<file path="src/rtl/brtrace_pkg.sv">
package brtrace_pkg;

  typedef logic [5:0] entry_t;

  typedef enum logic [1:0] {
    SRC_NONE,
    SRC_BRANCH,
    SRC_STATUS,
    SRC_DATA
  } src_e;

  // address bits [24:1] carried by the serializer
  localparam int TGT_BITS = 24;

  function automatic entry_t enc_status(input logic [4:0] code);
    return {1'b0, code};
  endfunction

  function automatic entry_t enc_addr(input logic [3:0] nib);
    return {2'b10, nib};
  endfunction

  function automatic entry_t enc_data(input logic [3:0] nib);
    return {2'b11, nib};
  endfunction

  // number of address nibbles for a display mode
  function automatic logic [2:0] nib_count(input logic [1:0] mode);
    case (mode)
      2'd0:    return 3'd0;
      2'd1:    return 3'd4;
      default: return 3'd6;
    endcase
  endfunction

endpackage

</file>
<file path="src/rtl/brtrace_arb.sv">
module brtrace_arb
  import brtrace_pkg::*;
(
  input  logic busy,
  input  logic br_valid,
  input  logic st_valid,
  input  logic dn_valid,
  output logic br_ready,
  output logic st_ready,
  output logic dn_ready,
  output src_e grant
);

  // fixed priority: branch, status, data; nothing while a tail is pending
  assign br_ready = !busy;
  assign st_ready = !busy && !br_valid;
  assign dn_ready = !busy && !br_valid && !st_valid;

  always_comb begin
    if (busy)          grant = SRC_NONE;
    else if (br_valid) grant = SRC_BRANCH;
    else if (st_valid) grant = SRC_STATUS;
    else if (dn_valid) grant = SRC_DATA;
    else               grant = SRC_NONE;
  end

endmodule

</file>
<file path="src/rtl/brtrace_addr_ser.sv">
module brtrace_addr_ser
  import brtrace_pkg::*;
#(
  parameter logic [4:0] MARK_2B = 5'h0D,
  parameter logic [4:0] MARK_3B = 5'h0E
) (
  input  logic                clk,
  input  logic                rst_n,
  input  logic                load,
  input  logic [1:0]          mode,
  input  logic [TGT_BITS-1:0] tgt,
  output logic                busy,
  output entry_t              ent
);

  logic [TGT_BITS-1:0] shreg;
  logic [2:0]          left;
  logic                mark_due;
  logic [4:0]          mark_code;

  always_ff @(posedge clk) begin
    if (!rst_n) begin
      shreg     <= '0;
      left      <= '0;
      mark_due  <= 1'b0;
      mark_code <= '0;
    end else if (load) begin
      shreg     <= tgt;
      left      <= nib_count(mode);
      mark_due  <= (mode != 2'd0);
      mark_code <= (mode == 2'd1) ? MARK_2B : MARK_3B;
    end else if (mark_due) begin
      mark_due <= 1'b0;
    end else if (left != 3'd0) begin
      shreg <= shreg >> 4;
      left  <= left - 3'd1;
    end
  end

  assign busy = mark_due || (left != 3'd0);
  assign ent  = mark_due ? enc_status(mark_code) : enc_addr(shreg[3:0]);

endmodule

</file>
<file path="src/rtl/brtrace_ring.sv">
module brtrace_ring
  import brtrace_pkg::*;
#(
  parameter int DEPTH = 64,
  parameter int PTR_W = 6
) (
  input  logic             clk,
  input  logic             rst_n,
  input  logic             wr_en,
  input  entry_t           wr_data,
  input  logic [PTR_W-1:0] rd_addr,
  output logic [PTR_W-1:0] wr_ptr,
  output logic             wrapped,
  output entry_t           rd_data
);

  localparam logic [PTR_W-1:0] LAST = PTR_W'(DEPTH - 1);

  entry_t mem [DEPTH];

  always_ff @(posedge clk) begin
    if (wr_en) mem[wr_ptr] <= wr_data;
    rd_data <= mem[rd_addr];
  end

  always_ff @(posedge clk) begin
    if (!rst_n) begin
      wr_ptr  <= '0;
      wrapped <= 1'b0;
    end else if (wr_en) begin
      if (wr_ptr == LAST) begin
        wr_ptr  <= '0;
        wrapped <= 1'b1;
      end else begin
        wr_ptr <= wr_ptr + 1'b1;
      end
    end
  end

endmodule

</file>
<file path="src/rtl/brtrace_packer.sv">
module brtrace_packer
  import brtrace_pkg::*;
#(
  parameter int          ADDR_W    = 32,
  parameter int          DEPTH     = 64,
  parameter logic [4:0]  BR_STATUS = 5'h05,
  parameter logic [4:0]  MARK_2B   = 5'h0D,
  parameter logic [4:0]  MARK_3B   = 5'h0E,
  localparam int         PTR_W     = (DEPTH > 1) ? $clog2(DEPTH) : 1
) (
  input  logic              clk,
  input  logic              rst_n,
  input  logic [1:0]        cfg_addr_mode,
  input  logic              br_valid,
  output logic              br_ready,
  input  logic [ADDR_W-1:0] br_target,
  input  logic              st_valid,
  output logic              st_ready,
  input  logic [4:0]        st_code,
  input  logic              dn_valid,
  output logic              dn_ready,
  input  logic [3:0]        dn_nibble,
  output logic              busy,
  output logic              wr_en,
  output logic [PTR_W-1:0]  wr_addr,
  output logic [5:0]        wr_data,
  output logic              wrapped,
  input  logic [PTR_W-1:0]  rd_addr,
  output logic [5:0]        rd_data
);

  src_e   grant;
  logic   ser_busy;
  entry_t ser_ent;
  logic   nxt_v;
  entry_t nxt_d;
  logic   ent_v;
  entry_t ent_d;
  logic   tgt_unused;

  // bit 0 and bits above 24 never reach the trace
  assign tgt_unused = ^{br_target[0], br_target[ADDR_W-1:TGT_BITS+1]};

  brtrace_arb u_arb (
    .busy     (ser_busy),
    .br_valid (br_valid),
    .st_valid (st_valid),
    .dn_valid (dn_valid),
    .br_ready (br_ready),
    .st_ready (st_ready),
    .dn_ready (dn_ready),
    .grant    (grant)
  );

  brtrace_addr_ser #(
    .MARK_2B (MARK_2B),
    .MARK_3B (MARK_3B)
  ) u_ser (
    .clk   (clk),
    .rst_n (rst_n),
    .load  (grant == SRC_BRANCH),
    .mode  (cfg_addr_mode),
    .tgt   (br_target[TGT_BITS:1]),
    .busy  (ser_busy),
    .ent   (ser_ent)
  );

  always_comb begin
    nxt_v = 1'b1;
    nxt_d = '0;
    if (ser_busy) begin
      nxt_d = ser_ent;
    end else begin
      case (grant)
        SRC_BRANCH: nxt_d = enc_status(BR_STATUS);
        SRC_STATUS: nxt_d = enc_status(st_code);
        SRC_DATA:   nxt_d = enc_data(dn_nibble);
        default:    nxt_v = 1'b0;
      endcase
    end
  end

  always_ff @(posedge clk) begin
    if (!rst_n) begin
      ent_v <= 1'b0;
      ent_d <= '0;
    end else begin
      ent_v <= nxt_v;
      ent_d <= nxt_d;
    end
  end

  brtrace_ring #(
    .DEPTH (DEPTH),
    .PTR_W (PTR_W)
  ) u_ring (
    .clk     (clk),
    .rst_n   (rst_n),
    .wr_en   (ent_v),
    .wr_data (ent_d),
    .rd_addr (rd_addr),
    .wr_ptr  (wr_addr),
    .wrapped (wrapped),
    .rd_data (rd_data)
  );

  assign busy    = ser_busy;
  assign wr_en   = ent_v;
  assign wr_data = ent_d;

endmodule

</file>
<file path="config.mk">
export PLATFORM = sky130hd
export DESIGN_NAME = brtrace_packer
export DESIGN_NICKNAME = d
export VERILOG_FILES = /design/src/rtl/brtrace_pkg.sv /design/src/rtl/brtrace_arb.sv /design/src/rtl/brtrace_addr_ser.sv /design/src/rtl/brtrace_ring.sv /design/src/rtl/brtrace_packer.sv
export SDC_FILE = /design/constraint.sdc
export NUM_CORES = 1
export LEC_CHECK = 0
export BUFFER_PORTS_ARGS = -buffer_cell sky130_fd_sc_hd__buf_2
export CAP_MARGIN = 20
export CORE_MARGIN = 2
export CORE_UTILIZATION = 35
export CTS_CLUSTER_SIZE = 14
export DETAILED_ROUTE_END_ITERATION = 12
export PLACE_DENSITY_LB_ADDON = 0.05
export SYNTH_ARGS = -nofsm -noshare
export SYNTH_HDL_FRONTEND = slang
export SYNTH_SLANG_ARGS = --single-unit
</file>
<file path="constraint.sdc">
create_clock -name clk -period 2.6 [get_ports clk]
set_input_delay 0.13 -clock clk [delete_from_list [all_inputs] [get_ports clk]]
set_output_delay 0.13 -clock clk [all_outputs]
set_load 0.01 [all_outputs]
</file>
Word level (Yosys, flattened, before mapping)
Memory sizes are Yosys's and may differ from the RTL's. A register that Yosys moved wholly into a read port is not among the register bits.
Index checks and enable logic that the tools add are counted.
- output and inout bits: 24
- register bits after elaboration: 47
- logic and storage cells: 51
- bits in writable memories: 384
- bits of input ports: 54
- memories kept: 1
- memories (memory ; depth ; width ; read ports ; clocked after memory_dff ; write ports ; RTL line ; text):
    u_ring.mem ; 64 ; 6 ; 1 ; 1 ; 1 ; brtrace_ring.sv:19 ; entry_t mem [DEPTH];
- eq/ne operators: 6
- muxes and demuxes: 20
- reductions and logical operators: 14
- $add $sub $neg: 2
- operators with widths (cell ; number):
    $mux W24 ; 3
    $mux W6 ; 3
    $pmux W6 S3 ; 1
    $mux W2 ; 5
    $mux W3 ; 3
    $add A6 B1 Y6 const B ; 1
    $eq A6 B6 Y1 const B ; 1
    $pmux W3 S2 ; 1
    $reduce_and A2 Y1 ; 3
    $eq A2 B1 Y1 const B ; 2
    $eq A2 B2 Y1 const B ; 2
    $mux W1 ; 4
    $reduce_bool A2 Y1 ; 2
    $logic_not A1 Y1 ; 3
    $reduce_bool A3 Y1 ; 1
    $reduce_or A3 Y1 ; 1
    $sub A3 B1 Y3 const B ; 1
    $logic_and A1 B1 Y1 ; 2
    $logic_not A2 Y1 ; 1
    $ne A2 B1 Y1 const B ; 1
    $logic_or A1 B1 Y1 ; 1

Depth between registers and ports, before layout
Gate-level depths: netlist (run 1).
- word-level depth: 8
- gate-level depth with buffers: 9
- mapped depth without buffers: 7

Modules after synthesis
A second synthesis (run 1) with hierarchy kept.
- cell total of the unflattened synthesis: 991
- area, all modules: 17426.7 um^2
- by module, submodules not included (module ; area each (um^2) ; cells an instance ; times used ; sequential area each (um^2)):
    brtrace_ring ; 15533.6 ; 767 ; 1 ; 11791.3
    brtrace_addr_ser ; 1503.9 ; 179 ; 1 ; 620.6
    brtrace_packer ; 352.8 ; 39 ; 1 ; 140.1
    brtrace_arb ; 36.3 ; 6 ; 1 ; 0.0

Worst setup path before layout (run 1)
Ideal clock, no wire load.
- path type: register to register
- start: register u_ring.wr_ptr[5]
- end: memory u_ring.mem[35][0] (netlist name), enable pin
- data required time: 2.250 ns
- slack: 0.699 ns
- library setup time: 0.350 ns
- cell stages (with the launch flop): 5
- arrival time: 1.551 ns
- clock period less this slack: 1.901 ns
- path buffers: 2
- path through: dfxtp_1 > clkbuf_1 > or3b_2 > clkbuf_1 > nor2_1
- RTL lines (what ; RTL line ; text):
    start, declared ; brtrace_ring.sv:12 ; output logic [PTR_W-1:0] wr_ptr,
    start signal, assigned ; brtrace_ring.sv:35 ; wr_ptr <= wr_ptr + 1'b1;
    end, declared ; brtrace_ring.sv:19 ;
No word-level cell before the write port.

Worst setup path after layout (run 1)
- start: register u_ser.left[0]
- end: output dn_ready
- longest elaborated chain between the ends: 5
- ends and longest elaborated chain (what ; RTL line ; text):
    start, declared ; brtrace_addr_ser.sv:17 ; logic [2:0] left;
    start signal, assigned ; brtrace_addr_ser.sv:29 ; left <= nib_count(mode);
    start signal, assigned ; brtrace_addr_ser.sv:36 ; left <= left - 3'd1;
    $reduce_bool A3 Y1 ; brtrace_addr_ser.sv:40 ; assign busy = mark_due || (left != 3'd0);
    $logic_or A1 B1 Y1 ; brtrace_addr_ser.sv:40 ;
    $logic_not A1 Y1 ; brtrace_arb.sv:17 ; assign dn_ready = !busy && !br_valid && !st_valid;
    $logic_and A1 B1 Y1 (2 in a row) ; brtrace_arb.sv:17 ;
    end, declared ; brtrace_packer.sv:21 ; output logic dn_ready,
No other way between the ends.

==> results summary, run 1 <==
The summed negative setup slack over all endpoints came out at 0 ps. The area after detailed placement came out at 18800 um2. The number of antenna violations at the first check in global routing came out at 0.

The share of total power dissipated in the clock network is 37.6%. The distinct cell type count of the synthesized netlist came out at 60. The ratio of total power to cell area is 836 nW/um2.

Registers are responsible for 50.7% of the overall power. With fillers left out, the area of the finished cells amounts to 20700 um2. The number of enable-type register cells in the synthesized netlist is 384. The switching power summed over all nets is 0.00441 W. The max-cap violation count is 0. The largest net degree at the start of global routing is 66. The post-layout net count is 1210. In this run the tightest slew margin relative to its limit is 53.0%. The total track usage came out at 17.6%. The flow ran to the end, and the final reports show no timing, DRC or antenna violations. The internal power came out at 0.0129 W. The largest vdd supply drop came out at 0.533 mV. The switching fraction of total power came out at 25.5%. The largest total area in the synthesized netlist belongs to sky130_fd_sc_hd__edfxtp_1. The first global-routing pass estimated 64100 um of wire. The final number of max-transition violations is 0. The leakage power figure is 7.04 nW.

After synthesis, the largest area contributor takes up 67.2% of total cell area. The highest attainable clock frequency is 0.423 GHz. The last weighted congestion value of the routability-driven placer is 0.745. STA classifies the critical path endpoint as an output port.

The number of nets with antenna violations after routing is 0. The number of standard-cell rows in the floorplan is 81. The data arrival time of the critical path is 2230 ps. The critical path goes through inv_1 > ha_1 > nor3b_2 > nand2b_1 > nor2_1 > buf_2. In the synthesized netlist the dominant register cell turns out to be sky130_fd_sc_hd__edfxtp_1. By count the netlist is led by sky130_fd_sc_hd__edfxtp_1 (384), sky130_fd_sc_hd__nor2_1 (101), sky130_fd_sc_hd__mux4_2 (82). The number of global-route vias before repair came out at 9577. The library cell with the highest instance count after synthesis is sky130_fd_sc_hd__edfxtp_1. The post-route clock period utilization is 90.9%. STA classifies the critical path startpoint as a register. The netlist area before placement is 17200 um2. The share of layout cells above drive strength 1 came out at 28.5%. The post-route clock skew came out at 31.4 ps. The worst register-to-register path begins at u_ser.left[0]. The die covers 50800 um2. The share of synthesized flip-flops with an asynchronous set or reset came out at 0%. The average size of a mapped cell came out at 18.1 um2. The data required time of the worst path came out at 2470 ps. Clock tree synthesis inserted a total of 48 buffers.

The final period demand of the worst path came out at 2360 ps. The chip height came out at 225 um. For this run, design rule violations remaining after detail routing come to 0. The setup path with the least slack is of type reg2out. The average wire per standard cell came out at 24.2 um. Setup repair after global routing left no endpoint under its margin. Compared with the post-synthesis result, the final layout area differs by 20.6%. The delay contributed by the slowest stage of the critical path came out at 450 ps. TritonCTS built the clock tree. The level count of the clock H-tree came out at 2.

The iteration-0 DRC count of the detailed router is 676. In the routed layout, each cell is associated on average with a via count of 5.13. 0 antenna diodes ended up in the layout. Setup violations remaining at the end of the flow were counted as 0. The number of nets handed over by synthesis was 1005. After global routing the overflow that remains totals 0. The number of sinks driven by the clock tree came out at 435. The detailed-placement wirelength estimate came out at 28100 um. The maximum clock insertion buffer count is 3.

After synthesis, the cell types taking the most area are sky130_fd_sc_hd__edfxtp_1 (67%), sky130_fd_sc_hd__mux4_2 (11%), sky130_fd_sc_hd__dfxtp_1 (5.9%). The filler cells instantiated in the layout total 4347. In this run the standard cell core region covers 48600 um2. The number of vias in the routed layout is 9284.

The number of hold violations in the final report is 0. For this design the top-level I/O count stands at 78. Of all nets on the critical path, the largest fanout is 7.

The die outline width came out at 225 um. The number of detailed-routing iterations run before antenna repair is 5. The worst-skew pair later-pin latency is 590 ps. Sequential cells were found to cover 73.1% of the synthesized design area. Once the floorplan was initialized, standard cells occupied 35.3% of the core.

Per report_power, the combinational group accounts for 11.7% of the total. The number of register bits inferred by synthesis came out at 435. The startpoint identified for the worst hold timing path is rd_addr[5]. For the pin with the worst max-slew slack, the measured transition is 703 ps. The cell with the largest stage delay on the worst path is sky130_fd_sc_hd__nor3b_2. The master cell of the clock root buffer is sky130_fd_sc_hd__clkbuf_16.

The timing startpoint of the critical path is u_ser.left[0]. The synthesized instance count is 948. Wires add up to 43900 um. The number of I/O port buffers is 69.

The clock-pin slew of the registers on the worst-case setup and hold paths is 60 ps. The number of warnings printed during yosys synthesis is 0. The class of the most critical hold timing path is in2reg.
flip-flops by register name (all words and copies together), names as in the netlist:
register / flops
wr_en: 1
u_ser.shreg: 24
u_ring.rd_data: 6
u_ring.wr_ptr: 6
u_ser.mark_code: 3
wr_data: 6
u_ring.wrapped: 1
u_ser.mark_due: 1
u_ring.mem: 384
u_ser.left: 3
path summary, 6_finish.rpt:
path	end	slack, ps	cells after the start
max	dn_ready	240	6
min	u_ring.rd_data[1]	90	2
max reg2reg	u_ser.shreg[23]	270	8
min reg2reg	u_ser.shreg[5]	460	2
routing by layer:
metal	part of all wire, %	vias to the layer above	track usage [%]
met3	3.7	52	2.76
met5	0	-	0
met4	1.7	0	4.68
met2	48	167	29.0
met1	46	4855	24.3
li1	-	4210	-
power groups by stage:
stage	logic [W]	clock network (W)	registers, W
finish	0.00202	0.00651	0.00877
global route	0.00221	0.00695	0.00882
CTS	0.00206	0.00669	0.00878
detailed placement	0.00201	0	0.00893
global placement	0.00200	0	0.00892
floorplan	0.000980	0	0.00891
through the flow:
step | util, % | setup slack (ps) | power, W | cells | hold WS (ps)
6_report | 42.6 | 237 | 0.0173 | 1810 | 85.1
4_1_cts | 42.6 | 225 | 0.0175 | 1810 | 40.6
5_1_grt | 42.6 | 81.6 | 0.0180 | 1810 | 72.2
3_3_place_gp | 38.7 | 344 | 0.0109 | 1683 | 384
2_1_floorplan | - | 699 | 0.00989 | 948 | 248
3_5_place_dp | 38.7 | 347 | 0.0109 | 1683 | 382
layout by cell type (no fill, tap or decap), drive strengths merged, types with 23 or more instances in the layout:
master	Yosys	layout
a21oi	27	27
buf	37	169
clkbuf	18	64
dfxtp	51	51
dlygate4sd3	1	42
edfxtp	384	384
mux2i	23	23
mux4	92	92
nand2	52	52
nor2	102	102
cells by family after synthesis:
group,count (synthesis),share of synthesized area (%)
flip-flops,435,73.1
AND/OR/NAND/NOR,210,5.39
AO/OA/AOI/OAI,113,4.74
multiplexers,118,13.8
adder cells (fa/ha/maj),3,0.219
XOR/XNOR,5,0.255
buffers and inverters,64,2.44
cell type report:
cell class / instances / area (um2) / area share, %
Clock buffer: 64 / 1300 / 6.26
Tap cell: 622 / 778 / 3.76
Multi-Input combinational cell: 449 / 4200 / 20.3
Clock inverter: 21 / 184 / 0.888
Sequential cell: 435 / 12600 / 60.7
Timing Repair Buffer: 211 / 1660 / 8.01
Inverter: 8 / 30.0 / 0.145
worst max-delay path, delay by kind of cell (launching register included):
| family | cells | cell delay [ps] |
|---|---|---|
| adder cells (fa/ha/maj) | 1 | 230 |
| buffers and inverters | 2 | 250 |
| AND/OR/NAND/NOR | 3 | 850 |
| flip-flops | 1 | 320 |
timing repair:
action / in CTS / in global routing
gates resized for setup: 0 / 0
hold buffers: 42 / 0
setup buffers: 0 / 0
endpoints found under the hold margin: 39 / 0
(Power assumes the default switching activity.)
==> inputs of run 2 (changes only) <==
==> constraint.sdc (replaced) <==
create_clock -name clk -period 2.3 [get_ports clk]
set_input_delay 0.115 -clock clk [delete_from_list [all_inputs] [get_ports clk]]
set_output_delay 0.115 -clock clk [all_outputs]
set_load 0.01 [all_outputs]
==> run 2 against run 1 <==
  * Sequential share of layout area shrank 0.57 points
  * Non-clock buffer count up 26
  * Worst hold slack improved by 6.1 ps
  * Total power rose by 13%
  * Register-to-register slack better by 30 ps
  * Critical path type is now in2reg
  * Cell count grew 1.8%
  * Design area up 0.94%
  * Utilization up 0.40 points
  * Clock skew down 6.0 ps
  * Critical path depth up 1
  * Die area stayed put
==> results summary, run 2 (same netlist as run 1, synthesis figures left out) <==
Result of the run: finished, final reports clean (unchanged). The number of detailed-routing iterations run before antenna repair was 5 (unchanged). The I/O pin count was 78 (unchanged).

The buffering stage count on the worst path with inverters included came out at 4 (was 2). The number of vias in the routed layout came out at 9394 (was 9284). The global-route wire length before repair is 65100 um (was 64100 um). The number of hold violations in the final report is 0 (unchanged). The core area came out at 48600 um2 (unchanged).

The largest net degree at the start of global routing was 49 (was 66). The delay contributed by the slowest stage of the critical path came to 580 ps (was 450 ps). The register name with the most flops is u_ring.mem (unchanged). The last weighted congestion value of the routability-driven placer is 0.753 (was 0.745). The post-layout net count came out at 1237 (was 1210). The post-route clock period utilization came out at 89.4%.

The number of failing setup endpoints in the final timing report is 0 (unchanged). The iteration-0 DRC count of the detailed router is 525 (was 676). The cell family with the largest share of critical-path delay is buffers and inverters (was simple AND/OR/NAND/NOR gates). RSZ-0062 raised after global routing: false (unchanged). The data required time of the worst path is 2810 ps (was 2470 ps). The data arrival time of the critical path was 2570 ps (was 2230 ps). The critical path class is in2reg (was reg2out). The number of I/O port buffers came out at 69 (unchanged). The chip height came to 225 um (unchanged). Largest registers in the final layout: u_ring.mem x384, u_ser.shreg x24 (unchanged).

The average wire per standard cell came out at 23.8 um (was 24.2 um). The cell with the largest stage delay on the worst path is sky130_fd_sc_hd__dlygate4sd3_1 (was sky130_fd_sc_hd__nor3b_2). The final number of max-transition violations came out at 0 (unchanged). The number of sinks driven by the clock tree is 435 (unchanged).

The number of global-route vias before repair is 9783 (was 9577). The die area came to 50800 um2 (unchanged). The class of the most critical hold timing path was in2reg (unchanged). The summed negative setup slack over all endpoints came out at 0 ps (unchanged). The CTS tree is yes (unchanged). Critical Path, Cell by Cell: dlygate4sd3_1 > buf_2 > nor2b_1 > a21oi_1 > dlygate4sd3_1 > nor3b_1 > dlygate4sd3_1 (was inv_1 > ha_1 > nor3b_2 > nand2b_1 > nor2_1 > buf_2).

The synthesis-to-layout area growth came out at 21.8% (was 20.6%). The number of flip-flops under the largest register name is 384 (unchanged). The number of nets with antenna violations after routing came to 0 (unchanged). The highest attainable clock frequency came out at 0.487 GHz. The tightest slew margin relative to the limit is 47.6% (was 53.0%). The max-cap violation count is 0 (unchanged). The level count of the clock H-tree came to 2 (unchanged). The final routed DRC violation total came out at 0 (unchanged). The total clock buffers created by CTS came out at 49 (was 48). The number of standard-cell rows in the floorplan came out at 81 (unchanged).

The clock-pin slew of the registers on the worst-case setup and hold paths came out at 50 ps (was 60 ps). The share of layout cells above drive strength 1 came to 29.5% (was 28.5%). The global route total overflow is 0 (unchanged). The worst setup margin came out at 245 ps (was 237 ps).

The transition time at the pin with the least slew margin is 786 ps (was 703 ps). For the finished layout, the period the worst path requires is 2060 ps. The final cell count without fillers was 1842 (was 1810). The worst slack at placement came out at 273 ps (was 347 ps). The post-route core utilization is 43.0% (was 42.6%). Commonest non-fill, non-tap cells in the layout: sky130_fd_sc_hd__edfxtp_1 (384), sky130_fd_sc_hd__buf_4 (115), sky130_fd_sc_hd__nor2_1 (101), sky130_fd_sc_hd__mux4_2 (82), sky130_fd_sc_hd__buf_2 (67) (was sky130_fd_sc_hd__edfxtp_1 (384), sky130_fd_sc_hd__nor2_1 (101), sky130_fd_sc_hd__buf_4 (91), sky130_fd_sc_hd__mux4_2 (82), sky130_fd_sc_hd__buf_2 (67)). The capturing element type of the critical path is a register (was output port). The maximum clock insertion buffer count came to 3 (unchanged). The ratio of total power to cell area is 934 nW/um2 (was 836 nW/um2). The die outline width is 225 um (unchanged). The total wire length came out at 43800 um (was 43900 um).

The leakage power figure was 7.16 nW (was 7.04 nW). In this design, the critical path's most frequently occurring cell is sky130_fd_sc_hd__dlygate4sd3_1. The worst hold slack across all endpoints came to 91.2 ps (was 85.1 ps). The total track usage came out at 17.8% (was 17.6%). The post-route clock skew was 25.4 ps (was 31.4 ps). The routed via count divided by cell count came to 5.10 (was 5.13). The largest vdd supply drop came out at 0.542 mV (was 0.533 mV).

The master cell of the clock root buffer was sky130_fd_sc_hd__clkbuf_16 (unchanged). The number of antenna violations at the first check in global routing is 1 (was 0). The startpoint type of the worst setup path is a primary input (was register).

The critical-path maximum fanout is 5 (was 7). The post-placement cell count was 1707 (was 1683). The effective utilization at floorplan is 35.3% (unchanged). The detailed-placement wirelength estimate came out at 28800 um (was 28100 um). The worst-skew pair later-pin latency came out at 590 ps (about the same). The leading cell type in the layout, fill and taps excluded was sky130_fd_sc_hd__edfxtp_1 (unchanged).
[run 2: power breakdown]
group | internal (W) | switching (W)
Sequential | 0.00946 | 0.000399
Combinational | 0.000916 | 0.00151
Clock | 0.00417 | 0.00308
Total | 0.0145 | 0.00498
[run 2: per-layer routing]
layer / global-route usage (%) / wire length, um / vias up
li1: - / - / 4280
met1: 24.7 / 20300 / 4869
met2: 29.0 / 20900 / 184
met3: 2.62 / 1610 / 61
met4: 5.23 / 960 / 0
met5: 0 / 0 / -
[run 2: timing repair]
item / 4_1_cts / 5_1_grt
resized for setup: 1 / 0
endpoints found under the setup margin: 1 / 2
hold endpoints to repair: 41 / 0
hold buffers: 43 / 0
setup buffers: 0 / 1
[run 2: worst paths after layout]
| check | from | end | slack (ps) | depth (start not counted) |
|---|---|---|---|---|
| worst max register to register | u_ser.left[0] | wr_data[5] | 300 | 7 |
| worst max-delay path | dn_valid | wr_data[4] | 240 | 7 |
| worst min register to register | u_ser.shreg[15] | u_ser.shreg[15] | 450 | 2 |
| worst min-delay path | rd_addr[4] | u_ring.rd_data[1] | 90 | 3 |
[run 2: area by class of cell]
type	instances	area, um2
tap	622	778
antenna	1	2.50
timing repair buffer	237	1870
fill	4366	27700
sequential	435	12600
multi-input combinational	449	4210
clock buffer	72	1310
inverter	8	30.0
clock inverter	18	144
[run 2: per-stage QoR]
step                total power, W  instance area (um2)
finish                      0.0195                20900
global route                0.0203                20900
CTS                         0.0198                20900
detailed placement          0.0124                19000
global placement            0.0123                19000
floorplan                   0.0112                17200
[run 2: tightest hold or removal path, cell delays in order]
cell                      delay, ps
sky130_fd_sc_hd__buf_2          240
sky130_fd_sc_hd__nor2_1         160
sky130_fd_sc_hd__o41ai_1         80
==> inputs of run 3 (changes only) <==
--- a/config.mk
+++ b/config.mk
@@ -12,6 +12,7 @@
 export CTS_CLUSTER_SIZE = 14
 export DETAILED_ROUTE_END_ITERATION = 12
 export PLACE_DENSITY_LB_ADDON = 0.05
+export RECOVER_POWER = 100
 export SYNTH_ARGS = -nofsm -noshare
 export SYNTH_HDL_FRONTEND = slang
 export SYNTH_SLANG_ARGS = --single-unit
==> run 3 against run 2 <==
  * Global-route usage unchanged
  * Worst hold slack got worse by 2.8 ps
  * Design area shrank 1.5%
==> results summary, run 3 (same netlist as run 1, synthesis figures left out) <==
The average wire per standard cell came out at 23.7 um (was 23.8 um). The master cell of the clock root buffer is sky130_fd_sc_hd__clkbuf_16 (unchanged). The core area is 48600 um2 (unchanged). The number of antenna violations at the first check in global routing is 1 (unchanged). The final routed DRC violation total is 0 (unchanged). The iteration-0 DRC count of the detailed router came out at 540 (was 525). The total wire length came out at 43700 um (was 43800 um). The final cell count without fillers is 1842 (unchanged). The number of vias in the routed layout came to 9358 (was 9394). The I/O pin count was 78 (unchanged). The worst-skew pair later-pin latency came out at 590 ps (about the same). RSZ-0062 raised after global routing: false (unchanged). The switching fraction of total power is 25.5% (about the same). The global-route wire length before repair came out at 65100 um (unchanged). The number of standard-cell rows in the floorplan is 81 (unchanged).

The post-layout net count came out at 1237 (unchanged). The number of I/O port buffers is 69 (unchanged). The switching power summed over all nets is 0.00496 W (was 0.00498 W).

The routed via count divided by cell count was 5.08 (was 5.10). The summed negative setup slack over all endpoints is 0 ps (unchanged). The number of nets with antenna violations after routing came out at 0 (unchanged). The final period demand of the worst path came out at 2120 ps (was 2060 ps). The effective utilization at floorplan came out at 35.3% (unchanged). The area after detailed placement came out at 19000 um2 (unchanged). The synthesis-to-layout area growth came out at 20.0% (was 21.8%). The largest vdd supply drop is 0.542 mV (about the same). The number of detailed-routing iterations run before antenna repair came to 5 (unchanged).

Commonest non-fill, non-tap cells in the layout: sky130_fd_sc_hd__edfxtp_1 (384), sky130_fd_sc_hd__clkbuf_1 (103), sky130_fd_sc_hd__nor2_1 (101), sky130_fd_sc_hd__mux4_2 (82), sky130_fd_sc_hd__nand2_1 (51) (was sky130_fd_sc_hd__edfxtp_1 (384), sky130_fd_sc_hd__buf_4 (115), sky130_fd_sc_hd__nor2_1 (101), sky130_fd_sc_hd__mux4_2 (82), sky130_fd_sc_hd__buf_2 (67)). The max-cap violation count is 0 (unchanged). The die outline width is 225 um (unchanged). The post-placement cell count came out at 1707 (unchanged). The largest net degree at the start of global routing came out at 49 (unchanged). The post-route clock skew is 22.8 ps (was 25.4 ps). The clock power share came out at 37.2% (was 37.1%). The summed area of non-filler cells in the final layout is 20600 um2 (was 20900 um2). The leading cell type in the layout, fill and taps excluded is sky130_fd_sc_hd__edfxtp_1 (unchanged). The ratio of total power to cell area is 943 nW/um2 (was 934 nW/um2). The share of layout cells above drive strength 1 came out at 22.6% (was 29.5%).

The number of hold violations in the final report came to 0 (unchanged). The number of sinks driven by the clock tree was 435 (unchanged). The capturing element type of the critical path is a register (unchanged). The level count of the clock H-tree came out at 2 (unchanged). The highest attainable clock frequency is 0.472 GHz (was 0.487 GHz). The data arrival time of the critical path came to 2340 ps (was 2570 ps). The clock-pin slew of the registers on the worst-case setup and hold paths came out at 60 ps (was 50 ps). The post-route clock period utilization is 92.2% (was 89.4%). The data required time of the worst path came out at 2520 ps (was 2810 ps).

The part of the total power dissipated in combinational logic was 12.0% (was 12.4%). The critical path class was reg2reg (was in2reg). The CTS tree was yes (unchanged). The number of flip-flops under the largest register name came to 384 (unchanged). The global route total overflow is 0 (unchanged). The startpoint type of the worst setup path is a register (was primary input). The detailed-placement wirelength estimate came out at 28800 um (unchanged). The total clock buffers created by CTS is 49 (unchanged). The maximum clock insertion buffer count came to 3 (unchanged). Result of the run: finished, final reports clean (unchanged). The final number of max-transition violations came to 0 (unchanged). The last weighted congestion value of the routability-driven placer came out at 0.753 (unchanged). The critical-path maximum fanout was 8 (was 5). The leakage power figure was 6.83 nW (was 7.16 nW).

The number of global-route vias before repair came out at 9783 (unchanged). The register name with the most flops is u_ring.mem (unchanged). The tightest slew margin relative to the limit is 6.02% (was 47.6%). The chip height came out at 225 um (unchanged).

The class of the most critical hold timing path is in2reg (unchanged). The die area came out at 50800 um2 (unchanged). The number of failing setup endpoints in the final timing report came out at 0 (unchanged). The internal power is 0.0145 W (about the same).

The sequential cell fraction of total power is 50.8% (was 50.5%). The total track usage was 17.8% (unchanged). Largest registers in the final layout: u_ring.mem x384, u_ser.shreg x24 (unchanged). The transition time at the pin with the least slew margin came out at 1410 ps (was 786 ps).
[run 3: cell types whose count changed in the layout (fill, tap and decap cells not counted), sizes merged]
cell | previous run | this run
buf | 194 | 96
clkbuf | 72 | 170
[run 3: layer usage]
layer	vias to the layer above	track usage, %	wire, um
met5	-	0	0
met4	0	5.23	960
met3	61	2.62	1620
met2	171	29.0	20900
met1	4844	24.7	20200
li1	4282	-	-
[run 3: metrics by stage]
| stage | setup slack [ps] | util (%) | hold slack (ps) | total power, W |
|---|---|---|---|---|
| 4_1_cts | 59.4 | 42.9 | 66.6 | 0.0198 |
| 6_report | 180 | 42.3 | 88.4 | 0.0194 |
| 2_1_floorplan | 399 | - | 233 | 0.0112 |
| 5_1_grt | 71.9 | 42.3 | 164 | 0.0203 |
| 3_5_place_dp | 273 | 39.1 | 368 | 0.0124 |
| 3_3_place_gp | 251 | 39.1 | 368 | 0.0123 |
[run 3: worst max-delay path, cell delays in order, from the launching register on]
cell and delay (ps):
sky130_fd_sc_hd__dfxtp_1 430, sky130_fd_sc_hd__nor2b_1 350, sky130_fd_sc_hd__nand2b_1 380, sky130_fd_sc_hd__nor2_1 180
sky130_fd_sc_hd__clkbuf_1 410
[run 3: repair_timing]
item,CTS,global route
gates cloned,0,0
pin swaps,0,0
endpoints found under the hold margin,41,0
buffers inserted,0,1
endpoints found under the setup margin,1,2
hold buffers,43,0
resized for setup,1,0
[run 3: cell type report]
| cell class | count | area, um2 |
|---|---|---|
| Tap cell | 622 | 778 |
| Sequential cell | 435 | 12600 |
| Antenna cell | 1 | 2.50 |
| Timing Repair Buffer | 237 | 1570 |
| Clock buffer | 72 | 1310 |
| Clock inverter | 18 | 144 |
| Fill cell | 4435 | 28000 |
| Multi-Input combinational cell | 449 | 4210 |
| Inverter | 8 | 30.0 |
[run 3: path summary, 6_finish.rpt]
path                                       start                 to  slack, ps  depth (start not counted)
worst max-delay path            u_ring.wr_ptr[3]   u_ring.mem[8][2]        180                          4
worst min-delay path                  rd_addr[4]  u_ring.rd_data[1]         90                          3
worst max register to register  u_ring.wr_ptr[3]   u_ring.mem[8][2]        180                          4
worst min register to register   u_ser.shreg[15]    u_ser.shreg[15]        450                          2
[run 3: power groups by stage]
| stage | sequential [W] | clock, W | combinational [W] |
|---|---|---|---|
| 2_1_floorplan | 0.0101 | 0 | 0.00111 |
| 3_3_place_gp | 0.0100 | 0 | 0.00233 |
| 3_5_place_dp | 0.0100 | 0 | 0.00235 |
| 4_1_cts | 0.00987 | 0.00747 | 0.00244 |
| 5_1_grt | 0.00993 | 0.00778 | 0.00256 |
| 6_report | 0.00986 | 0.00723 | 0.00233 |
